===== config.mk =====
export PLATFORM = sky130hd
export DESIGN_NAME = fsync_gen
export DESIGN_NICKNAME = d
export VERILOG_FILES = /design/src/rtl/fsg_pkg.sv /design/src/rtl/fsg_ctrl.sv /design/src/rtl/fsg_count.sv /design/src/rtl/fsg_shape.sv /design/src/rtl/fsync_gen.sv
export SDC_FILE = /design/constraint.sdc
export NUM_CORES = 1
export LEC_CHECK = 0
export BUFFER_PORTS_ARGS = -buffer_cell sky130_fd_sc_hd__buf_4
export CELL_PAD_IN_SITES_DETAIL_PLACEMENT = 1
export CELL_PAD_IN_SITES_GLOBAL_PLACEMENT = 2
export CORE_AREA = 5 5 66 68
export CTS_CLUSTER_DIAMETER = 80
export DETAILED_ROUTE_END_ITERATION = 10
export DIE_AREA = 0 0 71 73
export GPL_TIMING_DRIVEN = 1
export HOLD_SLACK_MARGIN = 0.12
export PLACE_DENSITY = 0.83
export SLEW_MARGIN = 10
export SYNTH_ARGS = -nofsm -noshare
export SYNTH_HDL_FRONTEND = slang
export SYNTH_SLANG_ARGS = --single-unit

===== constraint.sdc =====
create_clock -name clk -period 2.5 [get_ports clk]
set_input_delay 0.125 -clock clk [delete_from_list [all_inputs] [get_ports clk]]
set_output_delay 0.125 -clock clk [all_outputs]
set_load 0.02 [all_outputs]

===== src/rtl/fsg_pkg.sv =====
package fsg_pkg;
  localparam int DC_W     = 5;
  localparam int WL_W     = 3;
  localparam int FSL_W    = 2;
  localparam int WORD_MAX = 32;
  localparam int BIT_W    = $clog2(WORD_MAX);

  localparam logic [FSL_W-1:0] FSL_BIT = FSL_W'(1);

  typedef struct packed {
    logic [DC_W-1:0]  dc;
    logic             net;
    logic [WL_W-1:0]  wl;
    logic [FSL_W-1:0] fsl;
  } cfg_t;

  typedef struct packed {
    logic step;
    logic wordEnd;
    logic frameEnd;
  } strobe_t;

  // Index of the last bit of a word for a given word-length code
  function automatic logic [BIT_W-1:0] lastBitOf(input logic [WL_W-1:0] code);
    case (code)
      WL_W'(0): lastBitOf = BIT_W'(7);
      WL_W'(1): lastBitOf = BIT_W'(11);
      WL_W'(2): lastBitOf = BIT_W'(15);
      WL_W'(3): lastBitOf = BIT_W'(23);
      default:  lastBitOf = BIT_W'(WORD_MAX - 1);
    endcase
  endfunction
endpackage


===== src/rtl/fsg_ctrl.sv =====
module fsg_ctrl
  import fsg_pkg::*;
(
  input  logic                  clk,
  input  logic                  rstN,
  input  logic                  bitEn,
  input  logic [DC_W-1:0]       divCtl,
  input  logic                  netMode,
  input  logic [WL_W-1:0]       wlCode,
  input  logic [FSL_W-1:0]      fsLen,
  input  logic                  bitLast,
  input  logic                  slotLast,
  output cfg_t                  actCfg,
  output logic [BIT_W-1:0]      lastBit,
  output logic [DC_W-1:0]       lastSlot,
  output strobe_t               strb
);
  // Active configuration, reloaded only at frame completion
  always_ff @(posedge clk or negedge rstN) begin
    if (!rstN) begin
      actCfg.dc  <= '0;
      actCfg.net <= 1'b0;
      actCfg.wl  <= '0;
      actCfg.fsl <= FSL_BIT;
    end else if (strb.frameEnd) begin
      actCfg.dc  <= divCtl;
      actCfg.net <= netMode;
      actCfg.wl  <= wlCode;
      actCfg.fsl <= fsLen;
    end
  end

  always_comb begin
    lastBit       = lastBitOf(actCfg.wl);
    lastSlot      = actCfg.dc;
    strb.step     = bitEn;
    strb.wordEnd  = bitEn && bitLast;
    strb.frameEnd = bitEn && bitLast && slotLast;
  end
endmodule


===== src/rtl/fsg_count.sv =====
module fsg_count
  import fsg_pkg::*;
(
  input  logic             clk,
  input  logic             rstN,
  input  strobe_t          strb,
  input  logic [BIT_W-1:0] lastBit,
  input  logic [DC_W-1:0]  lastSlot,
  output logic             bitLast,
  output logic             slotLast,
  output logic             slotZero,
  output logic             wordStrobe
);
  logic [BIT_W-1:0] bitCnt;
  logic [DC_W-1:0]  slotCnt;

  always_ff @(posedge clk or negedge rstN) begin
    if (!rstN) begin
      bitCnt     <= '0;
      slotCnt    <= '0;
      wordStrobe <= 1'b0;
    end else begin
      wordStrobe <= strb.wordEnd;
      if (strb.frameEnd) begin
        bitCnt  <= '0;
        slotCnt <= '0;
      end else if (strb.wordEnd) begin
        bitCnt  <= '0;
        slotCnt <= slotCnt + DC_W'(1);
      end else if (strb.step) begin
        bitCnt  <= bitCnt + BIT_W'(1);
      end
    end
  end

  always_comb begin
    bitLast  = (bitCnt == lastBit);
    slotLast = (slotCnt == lastSlot);
    slotZero = (slotCnt == '0);
  end
endmodule


===== src/rtl/fsg_shape.sv =====
module fsg_shape
  import fsg_pkg::*;
(
  input  cfg_t actCfg,
  input  logic bitLast,
  input  logic slotLast,
  input  logic slotZero,
  output logic frameSync,
  output logic onDemand,
  output logic cfgErr
);
  logic lead;
  logic wordSpan;

  always_comb begin
    onDemand = actCfg.net && (actCfg.dc == '0);
    cfgErr   = !actCfg.net && (actCfg.dc == '0) && (actCfg.fsl != FSL_BIT);
    lead     = bitLast && slotLast;
    wordSpan = lead || (slotZero && !bitLast);
    if (onDemand || cfgErr)
      frameSync = 1'b0;
    else if (actCfg.fsl == FSL_BIT)
      frameSync = lead;
    else
      frameSync = wordSpan;
  end
endmodule


===== src/rtl/fsync_gen.sv =====
module fsync_gen
  import fsg_pkg::*;
(
  input  logic             clk,
  input  logic             rstN,
  input  logic             bitEn,
  input  logic [DC_W-1:0]  divCtl,
  input  logic             netMode,
  input  logic [WL_W-1:0]  wlCode,
  input  logic [FSL_W-1:0] fsLen,
  output logic             wordStrobe,
  output logic             frameSync,
  output logic             onDemand,
  output logic             cfgErr
);
  cfg_t             actCfg;
  strobe_t          strb;
  logic [BIT_W-1:0] lastBit;
  logic [DC_W-1:0]  lastSlot;
  logic             bitLast;
  logic             slotLast;
  logic             slotZero;

  fsg_ctrl ctrl_i (
    .clk(clk), .rstN(rstN), .bitEn(bitEn), .divCtl(divCtl),
    .netMode(netMode), .wlCode(wlCode), .fsLen(fsLen),
    .bitLast(bitLast), .slotLast(slotLast), .actCfg(actCfg),
    .lastBit(lastBit), .lastSlot(lastSlot), .strb(strb)
  );

  fsg_count count_i (
    .clk(clk), .rstN(rstN), .strb(strb), .lastBit(lastBit),
    .lastSlot(lastSlot), .bitLast(bitLast), .slotLast(slotLast),
    .slotZero(slotZero), .wordStrobe(wordStrobe)
  );

  fsg_shape shape_i (
    .actCfg(actCfg), .bitLast(bitLast), .slotLast(slotLast),
    .slotZero(slotZero), .frameSync(frameSync), .onDemand(onDemand),
    .cfgErr(cfgErr)
  );
endmodule


==> results.sh, run 1 <==
export IMPL_timing_rr_start="ctrl_i.actCfg[3]$_DFFE_PN0P_"
export IMPL_netlist_instances=120
export IMPL_avgRoutedWirePerCell_um=14.5
export IMPL_postCtsSetupBuffers=0
export IMPL_dpl_cell_count=183
export IMPL_grt_total_usage_pct=12.7
export IMPL_power_frac_seq_pct=47.0
export IMPL_critPathSlowestCell="sky130_fd_sc_hd__or3b_2"
export IMPL_gpl_final_weighted_congestion=0.716
export IMPL_rows=23
export IMPL_cts_tree="built"
export IMPL_setup_worst_path_end_class="primary output"
export IMPL_final_util_pct=43.8
export IMPL_detail_route_antenna_nets=0
export IMPL_ys_warnings_count=0
export IMPL_die_height_um=73
export IMPL_start_util_pct=34.8
export IMPL_critical_path_startpoint_type="flip-flop"
export IMPL_fp_dieArea_mm2=0.00518
export IMPL_final_cell_count_no_fill=200
export IMPL_finalCriticalPeriod_ps=2290
export IMPL_cp_max_fo=9
export IMPL_critical_path_cell_chain="or3b_2 > a21oi_1 > o311a_1 > o211ai_1 > o21ai_0 > buf_4"
export IMPL_synth_seq_area_share_pct=41.7
export IMPL_tightest_slew_ps=363
export IMPL_p_leak_uw=0.000787
export IMPL_worst_path_largest_cell_delay_ps=500
export IMPL_layout_common_cells="sky130_fd_sc_hd__dfrtp_1, sky130_fd_sc_hd__buf_4, sky130_fd_sc_hd__dlygate4sd3_1, sky130_fd_sc_hd__nand2_1, sky130_fd_sc_hd__mux2_4"
export IMPL_cts_buffers=3
export IMPL_root_buffer="sky130_fd_sc_hd__clkbuf_8"
export IMPL_n_diodes=0
export IMPL_p_int_uw=710
export IMPL_power_share_switching_pct=33.2
export IMPL_report_final_slew_viol_count=0
export IMPL_core_area_mm2=0.00380
export IMPL_rr_endpoint="ctrl_i.actCfg[4]$_DFFE_PN0P_"
export IMPL_setup_tns_final_ps=0
export IMPL_grt_overflow_total=0
export IMPL_period_share_pct=91.5
export IMPL_synth_net_count=137
export IMPL_timing_fmax_mhz=437
export IMPL_worstSkewPairLatency_ps=270
export IMPL_final_layout_size_suffix_gt1_share_pct=28.7
export IMPL_hold_violations=0
export IMPL_power_switching_uw=354
export IMPL_worst_ir_drop_vdd_uv=249
export IMPL_hp_class="primary input to async pin"
export IMPL_drt_drc_violations_left=0
export IMPL_synth_async_reset_ratio_pct=100
export IMPL_clock_power_share_pct=24.5
export IMPL_sequential_cell_area_um2=552
export IMPL_place_hpwl_mm=2.16
export IMPL_ctsHtreeMaxLevel=1
export IMPL_synth_ff_type="sky130_fd_sc_hd__dfrtp_1"
export IMPL_timing_reg2reg_worst_path_depth=5
export IMPL_critical_path_top_delay_family="compound AO/OA/AOI/OAI gates"
export IMPL_cts_buffer_depth=2
export IMPL_finalSetupViolCount=0
export IMPL_viasPerCell=4.97
export IMPL_drt_first_pass_iters=3
export IMPL_initialDrtViolationCount=27
export IMPL_slew_hr_pct=75.7
export IMPL_path_buf_inv=1
export IMPL_io_buffer_count=17
export IMPL_rsz0062_at_grt="false"
export IMPL_yosysUniqueCellTypes=39
export IMPL_synth_edf_count=0
export IMPL_fillCellCount=438
export IMPL_synthesis_area_mm2=0.00132
export IMPL_cts_resized=0
export IMPL_layout_cells_most_common="sky130_fd_sc_hd__dfrtp_1"
export IMPL_cts_sinks=22
export IMPL_routed_via_count=994
export IMPL_syn2layout_area_growth_pct=25.9
export IMPL_worst_endpoint_required_ps=2380
export IMPL_die_w_um=71
export IMPL_number_of_global_route_vias_before_repair=1099
export IMPL_yosys_register_bits=22
export IMPL_clk_pin_slew_ps=80
export IMPL_design_portCount=18
export IMPL_cts_hold_fix_buffers=13
export IMPL_timing_reg2reg_setup_slack_ps=400
export IMPL_worst_endpoint_arrival_ps=2160
export IMPL_number_of_antenna_violations_at_the_first_check_in_global_routing=0
export IMPL_part_of_the_power_in_combinational_logic_pct=28.5
export IMPL_run_status="finished, final reports clean"
export IMPL_p_per_area_mw_per_mm2=639
export IMPL_synth_avg_cell_area_um2=11.0
export IMPL_area_used_by_multi_input_combinational_logic_um2=712
export IMPL_maxCapViolCount=0
export IMPL_finalWirelength_mm=2.91
export IMPL_largest_net_degree_at_the_start_of_global_routing=23
export IMPL_nets=168
export IMPL_worst_setup_path_type="flip-flop to primary output"
export IMPL_grt_first_pass_wirelength_mm=5.11
export IMPL_worst_skew_ps=5.74
final cells by class:
type	count	area share, %
multi-input combinational	87	42.7
sequential	22	33.1
timing repair buffer	30	15.5
tap	50	3.76
clock buffer	4	3.31
inverter	7	1.58
per-stage QoR:
step	hold slack [ps]	worst slack, ps	instance area (um^2)	total power (uW)
2_1_floorplan	-171	471	1320	714
3_3_place_gp	30.7	458	1480	781
3_5_place_dp	37.3	400	1480	799
4_1_cts	289	218	1670	1080
5_1_grt	313	78.7	1670	1140
6_report	277	212	1670	1060
per-layer routing:
layer | vias up | routed length (um) | track usage (%)
met1 | 497 | 1160 | 14.0
met4 | 0 | 47 | 4.38
met3 | 5 | 63 | 2.48
li1 | 483 | - | -
met5 | - | 0 | 0
met2 | 9 | 1640 | 24.1
cell families (layout without fill, tap and decap cells):
kind of cell,count (synthesis),count (layout),synth area share (%)
xor gates and xnor gates,7,7,4.64
muxes,12,12,13.1
and+or+nand+nor,43,43,20.2
AOI/OAI and AO/OA,22,22,13.2
DFF,22,22,41.7
adders and majority gates,3,3,2.84
buffers and inverters,11,41,4.45
state kept, by name, summed over array words and instances, names as in the netlist:
| name | count |
|---|---|
| ctrl_i.lastSlot | 5 |
| count_i.wordStrobe | 1 |
| count_i.bitCnt | 5 |
| count_i.slotCnt | 5 |
| ctrl_i.actCfg | 6 |
worst max-delay path by stage:
stage	start	end	slack (ps)	cells after the start
final	ctrl_i.actCfg[3]$_DFFE_PN0P_	frameSync	210	6
after global routing	ctrl_i.actCfg[3]$_DFFE_PN0P_	frameSync	80	6
after CTS	ctrl_i.actCfg[3]$_DFFE_PN0P_	frameSync	220	6
after detailed placement	ctrl_i.actCfg[3]$_DFFE_PN0P_	ctrl_i.actCfg[5]$_DFFE_PN0P_	400	5
after global placement	ctrl_i.actCfg[3]$_DFFE_PN0P_	ctrl_i.lastSlot[1]$_DFFE_PN0P_	460	5
after floorplan	ctrl_i.actCfg[3]$_DFFE_PN0P_	ctrl_i.actCfg[1]$_DFFE_PN0P_	470	7
power by group through the flow:
stage | Clock [uW] | Combinational (uW) | Sequential, uW
5_1_grt | 285 | 346 | 513
6_report | 260 | 304 | 500
3_5_place_dp | 0 | 291 | 508
4_1_cts | 269 | 310 | 500
3_3_place_gp | 0 | 277 | 503
2_1_floorplan | 0 | 256 | 458
cells in the mapped netlist, types with 2 or more instances:
cell                         n  share of area [%]
sky130_fd_sc_hd__o21ai_1     2               0.76
sky130_fd_sc_hd__inv_1       7                2.0
sky130_fd_sc_hd__nand2b_1    6                2.8
sky130_fd_sc_hd__buf_2       2               0.76
sky130_fd_sc_hd__dfrtp_1    21                 40
sky130_fd_sc_hd__or3b_2      2                1.3
sky130_fd_sc_hd__xor2_1      3                2.0
sky130_fd_sc_hd__o21ai_0     4                1.5
sky130_fd_sc_hd__nand3b_1    2                1.1
sky130_fd_sc_hd__o21bai_1    2                1.1
sky130_fd_sc_hd__ha_1        3                2.8
sky130_fd_sc_hd__nor3_1      3                1.1
sky130_fd_sc_hd__xnor2_1     4                2.6
sky130_fd_sc_hd__nor2_1      4                1.1
sky130_fd_sc_hd__nor4_1      2               0.95
sky130_fd_sc_hd__mux2_4     10                 11
sky130_fd_sc_hd__mux2_2      2                1.7
sky130_fd_sc_hd__buf_6       2                1.7
sky130_fd_sc_hd__o211ai_1    2                1.1
sky130_fd_sc_hd__and3_1      2               0.95
sky130_fd_sc_hd__a21oi_1     4                1.5
sky130_fd_sc_hd__nand3_1     3                1.1
sky130_fd_sc_hd__nand2_1    10                2.8
sky130_fd_sc_hd__o2bb2ai_1   3                2.0
Note: power is estimated with default switching activity, not from simulation.
==> run 2: changes to the inputs <==
Settings changed: ABC_AREA set to 1, CORE_AREA 5 5 66 68 to 5 5 71 73, DIE_AREA 0 0 71 73 to 0 0 76 78, PLACE_DENSITY 0.83 to 0.82.
==> run 2 against run 1 <==
Against the previous run: non-clock buffer count is 4 lower; flip-flop and latch count stayed put; global-route usage is 0.45 points higher; via count is 25% higher; hold slack worse by 150 ps; clock skew is 0.78 ps higher; clock power is 11% lower; core utilization is 6.0 points lower; die area is 14% higher; fmax is 15% higher; setup slack better by 300 ps.
==> results.sh, run 2 <==
export IMPL_period_share_pct=79.3
export IMPL_crit_end="frameSync"
export IMPL_p_leak_uw=0.000883
export IMPL_finalWirelength_mm=3.67
export IMPL_cts_tree="built"
export IMPL_tightest_slew_ps=489
export IMPL_synth_net_count=193
export IMPL_netlist_top_cells_area="sky130_fd_sc_hd__dfrtp_1, sky130_fd_sc_hd__nand2_1, sky130_fd_sc_hd__nand4_1, sky130_fd_sc_hd__inv_1, sky130_fd_sc_hd__xor2_1"
export IMPL_slew_hr_pct=67.1
export IMPL_nets=218
export IMPL_synthesis_area_mm2=0.00135
export IMPL_synth_seq_area_share_pct=40.8
export IMPL_die_w_um=76
export IMPL_yosysUniqueCellTypes=25
export IMPL_rsz0062_at_grt="false"
export IMPL_critical_path_startpoint_type="flip-flop"
export IMPL_layout_common_cells="sky130_fd_sc_hd__nand2_1, sky130_fd_sc_hd__dfrtp_1, sky130_fd_sc_hd__inv_1, sky130_fd_sc_hd__nand4_1, sky130_fd_sc_hd__buf_4"
export IMPL_grt_total_usage_pct=13.1
export IMPL_clk_pin_slew_ps=80
export IMPL_setup_worst_path_end_class="primary output"
export IMPL_postCtsSetupBuffers=0
export IMPL_cts_buffers=3
export IMPL_rows=24
export IMPL_number_of_antenna_violations_at_the_first_check_in_global_routing=0
export IMPL_synthTopCellsByCount="sky130_fd_sc_hd__nand2_1, sky130_fd_sc_hd__dfrtp_1, sky130_fd_sc_hd__inv_1, sky130_fd_sc_hd__nand4_1, sky130_fd_sc_hd__nand3_1"
export IMPL_hp_class="primary input to flip-flop"
export IMPL_finalSetupViolCount=0
export IMPL_yosys_register_bits=22
export IMPL_core_area_mm2=0.00429
export IMPL_die_height_um=78
export IMPL_largest_register="ctrl_i.actCfg"
export IMPL_routedLengthMet1_mm=1.55
export IMPL_drt_first_pass_iters=4
export IMPL_maxCapViolCount=0
export IMPL_worstSkewPairLatency_ps=260
export IMPL_run_status="finished, final reports clean"
export IMPL_worst_endpoint_arrival_ps=1860
export IMPL_synth_edf_count=0
export IMPL_setup_tns_final_ps=0
export IMPL_route_top_layer_used="met4"
export IMPL_rr_endpoint="ctrl_i.actCfg[3]$_DFFE_PN0P_"
export IMPL_cts_sinks=22
export IMPL_timing_reg2reg_worst_path_depth=8
export IMPL_gpl_final_weighted_congestion=0.777
export IMPL_syn2layout_area_growth_pct=20.1
export IMPL_avgRoutedWirePerCell_um=14.6
export IMPL_worst_ir_drop_vdd_uv=390
export IMPL_timing_reg2reg_setup_slack_ps=790
export IMPL_met3_wirelength_um=82
export IMPL_cp_max_fo=7
export IMPL_place_hpwl_mm=2.78
export IMPL_route_met2_wl_mm=2.00
export IMPL_power_total_uw=1350
export IMPL_n_diodes=0
export IMPL_largest_net_degree_at_the_start_of_global_routing=24
export IMPL_timing_rr_start="count_i.slotCnt[3]$_DFFE_PN0P_"
export IMPL_worst_skew_ps=6.53
export IMPL_yosys_cell_count_top_type="sky130_fd_sc_hd__nand2_1"
export IMPL_routed_via_count=1244
export IMPL_finalCriticalPeriod_ps=1980
export IMPL_cts_buffer_depth=2
export IMPL_viasPerCell=4.94
export IMPL_root_buffer="sky130_fd_sc_hd__clkbuf_8"
export IMPL_critical_path_startpoint="count_i.slotCnt[3]$_DFFE_PN0P_"
export IMPL_flip_flop_count_of_the_largest_register_all_copies_and_words_added=6
export IMPL_drt_drc_violations_left=0
export IMPL_fp_dieArea_mm2=0.00593
export IMPL_ys_warnings_count=0
export IMPL_number_of_global_route_vias_before_repair=1338
export IMPL_synth_avg_cell_area_um2=7.68
export IMPL_report_final_slew_viol_count=0
export IMPL_timing_fmax_mhz=504
export IMPL_synth_ff_type="sky130_fd_sc_hd__dfrtp_1"
export IMPL_io_buffer_count=17
export IMPL_netlist_instances=176
export IMPL_final_layout_size_suffix_gt1_share_pct=18.0
export IMPL_layout_cells_most_common="sky130_fd_sc_hd__nand2_1"
export IMPL_cts_resized=0
export IMPL_yosys_area_top_type_share_pct=38.9
export IMPL_hold_violations=0
export IMPL_p_per_area_mw_per_mm2=830
export IMPL_worst_endpoint_required_ps=2380
export IMPL_grt_overflow_total=0
export IMPL_ctsHtreeMaxLevel=1
export IMPL_design_portCount=18
export IMPL_fillCellCount=536
export IMPL_initialDrtViolationCount=38
export IMPL_synth_async_reset_ratio_pct=100
export IMPL_worst_setup_path_type="flip-flop to primary output"
export IMPL_start_util_pct=31.5
export IMPL_yosys_area_top_type="sky130_fd_sc_hd__dfrtp_1"
export IMPL_grt_first_pass_wirelength_mm=6.40
export IMPL_detail_route_antenna_nets=0
[run 2: cell types whose count changed in the layout (fill, tap and decap cells not counted), moves of 6 or more]
cell | previous run | this run
sky130_fd_sc_hd__nand4_1 | 0 | 18
sky130_fd_sc_hd__inv_1 | 7 | 20
sky130_fd_sc_hd__mux2_4 | 10 | 0
sky130_fd_sc_hd__nand2_1 | 10 | 65
sky130_fd_sc_hd__nand3_1 | 3 | 10
sky130_fd_sc_hd__nand2b_1 | 6 | 0
[run 2: how the worst min path moves through the flow]
| stage | start | endpoint | slack, ps | cells past startpoint |
|---|---|---|---|---|
| after floorplan | rstN | count_i.bitCnt[0]$_DFFE_PN0P_ | -170 | 0 |
| after global placement | rstN | count_i.bitCnt[4]$_DFFE_PN0P_ | 30 | 1 |
| after global routing | fsLen[1] | ctrl_i.actCfg[1]$_DFFE_PN0P_ | 140 | 3 |
| after detailed placement | rstN | count_i.bitCnt[4]$_DFFE_PN0P_ | 40 | 1 |
| final | fsLen[1] | ctrl_i.actCfg[1]$_DFFE_PN0P_ | 130 | 3 |
| after CTS | fsLen[1] | ctrl_i.actCfg[1]$_DFFE_PN0P_ | 120 | 3 |
[run 2: routing by layer]
metal  GRT usage (%)  vias to the layer above
li1                -                      608
met1            15.0                      619
met2            24.7                       13
met3            2.55                        4
met4            3.38                        0
met5               0                        -
[run 2: cell families after synthesis]
family / count (synthesis) / synth area share, %
and+or+nand+nor: 113 / 40.2
buffers and inverters: 29 / 10.4
DFF: 22 / 40.8
xor gates and xnor gates: 7 / 5.09
adders and majority gates: 3 / 2.78
AOI/OAI and AO/OA: 2 / 0.740
[run 2: metrics by stage]
stage               util (%)  hold slack [ps]  area [um^2]  instances  worst slack, ps
global placement        34.9             33.6         1500        240              819
CTS                     37.8              123         1620        252              485
floorplan                  -             -171         1350        176             1030
detailed placement      34.9             42.5         1500        240              792
global route            37.8              138         1620        252              375
finish                  37.8              125         1620        252              517
[run 2: worst max-delay path, cell delays in order, from the launching register on]
cell                      delay (ps)
sky130_fd_sc_hd__dfrtp_1         470
sky130_fd_sc_hd__inv_1            80
sky130_fd_sc_hd__nand2_1          50
sky130_fd_sc_hd__nand2_1          80
sky130_fd_sc_hd__nand3_1         100
sky130_fd_sc_hd__nor2_2          270
sky130_fd_sc_hd__buf_4           220
sky130_fd_sc_hd__nor2_1           60
sky130_fd_sc_hd__nor2_1          110
sky130_fd_sc_hd__buf_4           150
[run 2: power by group]
group	internal, uW	switching, uW	leakage [uW]
sequential	437	93.0	0.000288
clock	114	118	0.0000228
combinational	221	365	0.000572
[run 2: cell type report]
cell class	count	area, um^2	share of cell area [%]
tap	52	65.1	4.01
clock buffer	4	45.0	2.78
multi-input combinational	125	659	40.6
inverter	23	86.3	5.32
timing repair buffer	26	215	13.3
sequential	22	552	34.0
[run 2: repair_timing]
| item | CTS | global route |
|---|---|---|
| hold endpoints to repair | 29 | 0 |
| hold buffers | 8 | 0 |
| endpoints found under the setup margin | 0 | 0 |
==> run 3: changes to the inputs <==
Settings changed: CORE_AREA 5 5 71 73 to 5 5 75 77, DIE_AREA 0 0 76 78 to 0 0 80 82, PLACE_DENSITY 0.82 to 0.77.
Clock period 2.5 ns to 1.7 ns, I/O delays scaled along.
==> run 3 against run 2 <==
Against the previous run: the run now ends with negative setup slack left; final cell count is 17% higher; power is 91% higher; flip-flop and latch count stayed put; global-route usage is 0.14 points higher; clock power is 120% higher; critical path type unchanged; critical endpoint unchanged.
==> results.sh, run 3 (same netlist as run 2, synthesis figures left out) <==
export IMPL_run_status="finished, violations left"
export IMPL_critPathSlowestCell="sky130_fd_sc_hd__dfrtp_1"
export IMPL_report_final_slew_viol_count=0
export IMPL_timing_reg2reg_worst_path_depth=11
export IMPL_setup_tns_final_ps=-18.0
export IMPL_hold_violations=0
export IMPL_worst_path_largest_cell_delay_ps=430
export IMPL_p_int_uw=1530
export IMPL_initialDrtViolationCount=48
export IMPL_detail_route_antenna_nets=0
export IMPL_critical_path_startpoint_type="flip-flop"
export IMPL_power_share_switching_pct=40.7
export IMPL_critical_path_startpoint="ctrl_i.lastSlot[1]$_DFFE_PN0P_"
export IMPL_worstSkewPairLatency_ps=280
export IMPL_finalSetupViolCount=1
export IMPL_start_util_pct=27.3
export IMPL_routed_via_count=1339
export IMPL_fillCellCount=617
export IMPL_layout_cells_most_common="sky130_fd_sc_hd__nand2_1"
export IMPL_hp_class="primary input to flip-flop"
export IMPL_cts_buffers=3
export IMPL_core_area_mm2=0.00494
export IMPL_final_layout_size_suffix_gt1_share_pct=33.6
export IMPL_flip_flop_count_of_the_largest_register_all_copies_and_words_added=6
export IMPL_worst_skew_ps=9.62
export IMPL_drt_drc_violations_left=0
export IMPL_io_buffer_count=17
export IMPL_viasPerCell=4.52
export IMPL_maxCapViolCount=0
export IMPL_root_buffer="sky130_fd_sc_hd__clkbuf_8"
export IMPL_rsz0062_at_grt="true"
export IMPL_cts_buffer_depth=2
export IMPL_finalCriticalPeriod_ps=1720
export IMPL_drt_first_pass_iters=2
export IMPL_timing_rr_start="ctrl_i.actCfg[4]$_DFFE_PN0P_"
export IMPL_crit_end="frameSync"
export IMPL_gpl_final_weighted_congestion=0.717
export IMPL_largest_net_degree_at_the_start_of_global_routing=24
export IMPL_place_hpwl_mm=2.53
export IMPL_fin_worst_hold_slack_ps=189
export IMPL_worst_setup_path_type="flip-flop to primary output"
export IMPL_grt_first_pass_wirelength_mm=6.83
export IMPL_power_switching_uw=1050
export IMPL_p_per_area_mw_per_mm2=1300
export IMPL_min_path_cells=3
export IMPL_die_w_um=80
export IMPL_sequential_cell_area_um2=557
export IMPL_design_portCount=18
export IMPL_cts_tree="built"
export IMPL_setup_slack_ps=-18.0
export IMPL_power_frac_seq_pct=29.8
export IMPL_cp_max_fo=3
export IMPL_critical_path_cell_chain="inv_1 > nand2_1 > nor4_2 > buf_4 > o21ai_0 > nand2_2 > nor2_4 > buf_6"
export IMPL_p_leak_uw=0.00104
export IMPL_rows=26
export IMPL_rr_endpoint="ctrl_i.actCfg[3]$_DFFE_PN0P_"
export IMPL_area_used_by_multi_input_combinational_logic_um2=751
export IMPL_worst_endpoint_arrival_ps=1630
export IMPL_avgRoutedWirePerCell_um=14.1
export IMPL_tightest_slew_ps=320
export IMPL_grt_overflow_total=0
export IMPL_timing_reg2reg_setup_slack_ps=10
export IMPL_nets=244
export IMPL_cts_sinks=22
export IMPL_part_of_the_power_in_combinational_logic_pct=50.2
export IMPL_setup_worst_path_end_class="primary output"
export IMPL_finalWirelength_mm=4.18
export IMPL_number_of_antenna_violations_at_the_first_check_in_global_routing=0
export IMPL_layout_common_cells="sky130_fd_sc_hd__nand2_1, sky130_fd_sc_hd__buf_4, sky130_fd_sc_hd__inv_1, sky130_fd_sc_hd__nand4_1, sky130_fd_sc_hd__dfrtp_1"
export IMPL_slew_hr_pct=78.7
export IMPL_n_diodes=0
export IMPL_syn2layout_area_growth_pct=46.9
export IMPL_die_height_um=82
export IMPL_grt_total_usage_pct=13.3
export IMPL_number_of_global_route_vias_before_repair=1371
export IMPL_largest_register="ctrl_i.actCfg"
export IMPL_period_share_pct=101
export IMPL_clk_pin_slew_ps=90
export IMPL_fp_dieArea_mm2=0.00656
export IMPL_ctsHtreeMaxLevel=1
export IMPL_worst_ir_drop_vdd_uv=566
export IMPL_worst_endpoint_required_ps=1620
export IMPL_failed_checks="negative setup slack"
export IMPL_timing_fmax_mhz=582
export IMPL_clock_power_share_pct=20.0
-- run 3: how the worst min path moves through the flow --
stage | startpoint | end
2_1_floorplan | rstN | count_i.bitCnt[0]$_DFFE_PN0P_
3_3_place_gp | rstN | count_i.slotCnt[3]$_DFFE_PN0P_
3_5_place_dp | rstN | count_i.slotCnt[3]$_DFFE_PN0P_
4_1_cts | bitEn | ctrl_i.actCfg[0]$_DFFE_PN1P_
5_1_grt | bitEn | ctrl_i.actCfg[0]$_DFFE_PN1P_
6_report | bitEn | ctrl_i.actCfg[0]$_DFFE_PN1P_
-- run 3: layout make-up --
class                           instances  area share [%]
Sequential cell                        22            28.0
Timing Repair Buffer                   51            21.8
Multi-Input combinational cell        126            37.8
Clock buffer                            3            2.08
Inverter                               23            4.35
Clock inverter                          1            1.51
Tap cell                               70            4.41
-- run 3: per-stage QoR --
step                      worst slack [ps]  power, uW  instances  cell area [um^2]  util [%]
final                                -18.0       2570        296              1990      40.2
after global routing                  -136       2780        296              1990      40.2
after CTS                            -27.2       2390        288              1850      37.3
after detailed placement              67.0       1690        262              1560      31.6
after global placement                78.4       1690        262              1560      31.6
after floorplan                        265       1400        176              1350         -
-- run 3: repair_timing --
action                                  CTS  global route
hold endpoints to repair                 33             0
endpoints found under the setup margin    1            19
buffers inserted                         10             7
hold buffers                             12             0
pin swaps                                 4             8
resized for setup                         7            18
cloned                                    0             1
-- run 3: critical path, delay by kind of cell, from the launching register on --
family                 cells  cell delay [ps]
AOI/OAI and AO/OA          1               90
buffers and inverters      3              410
DFF                        1              430
and+or+nand+nor            4              430
-- run 3: metal layers --
layer  GRT usage, %  routed length (um)  part of all wire, %
met5              0                   0                    0
met4           2.53                  34                 0.81
met3           1.43                  88                  2.1
met2           22.8                2000                   48
met1           18.0                2050                   49
-- run 3: power groups by stage --
stage / Combinational [uW] / Clock [uW] / Sequential, uW
CTS: 1110 / 513 / 763
global placement: 911 / 0 / 776
floorplan: 667 / 0 / 731
finish: 1290 / 514 / 767
detailed placement: 913 / 0 / 777
global route: 1450 / 551 / 782
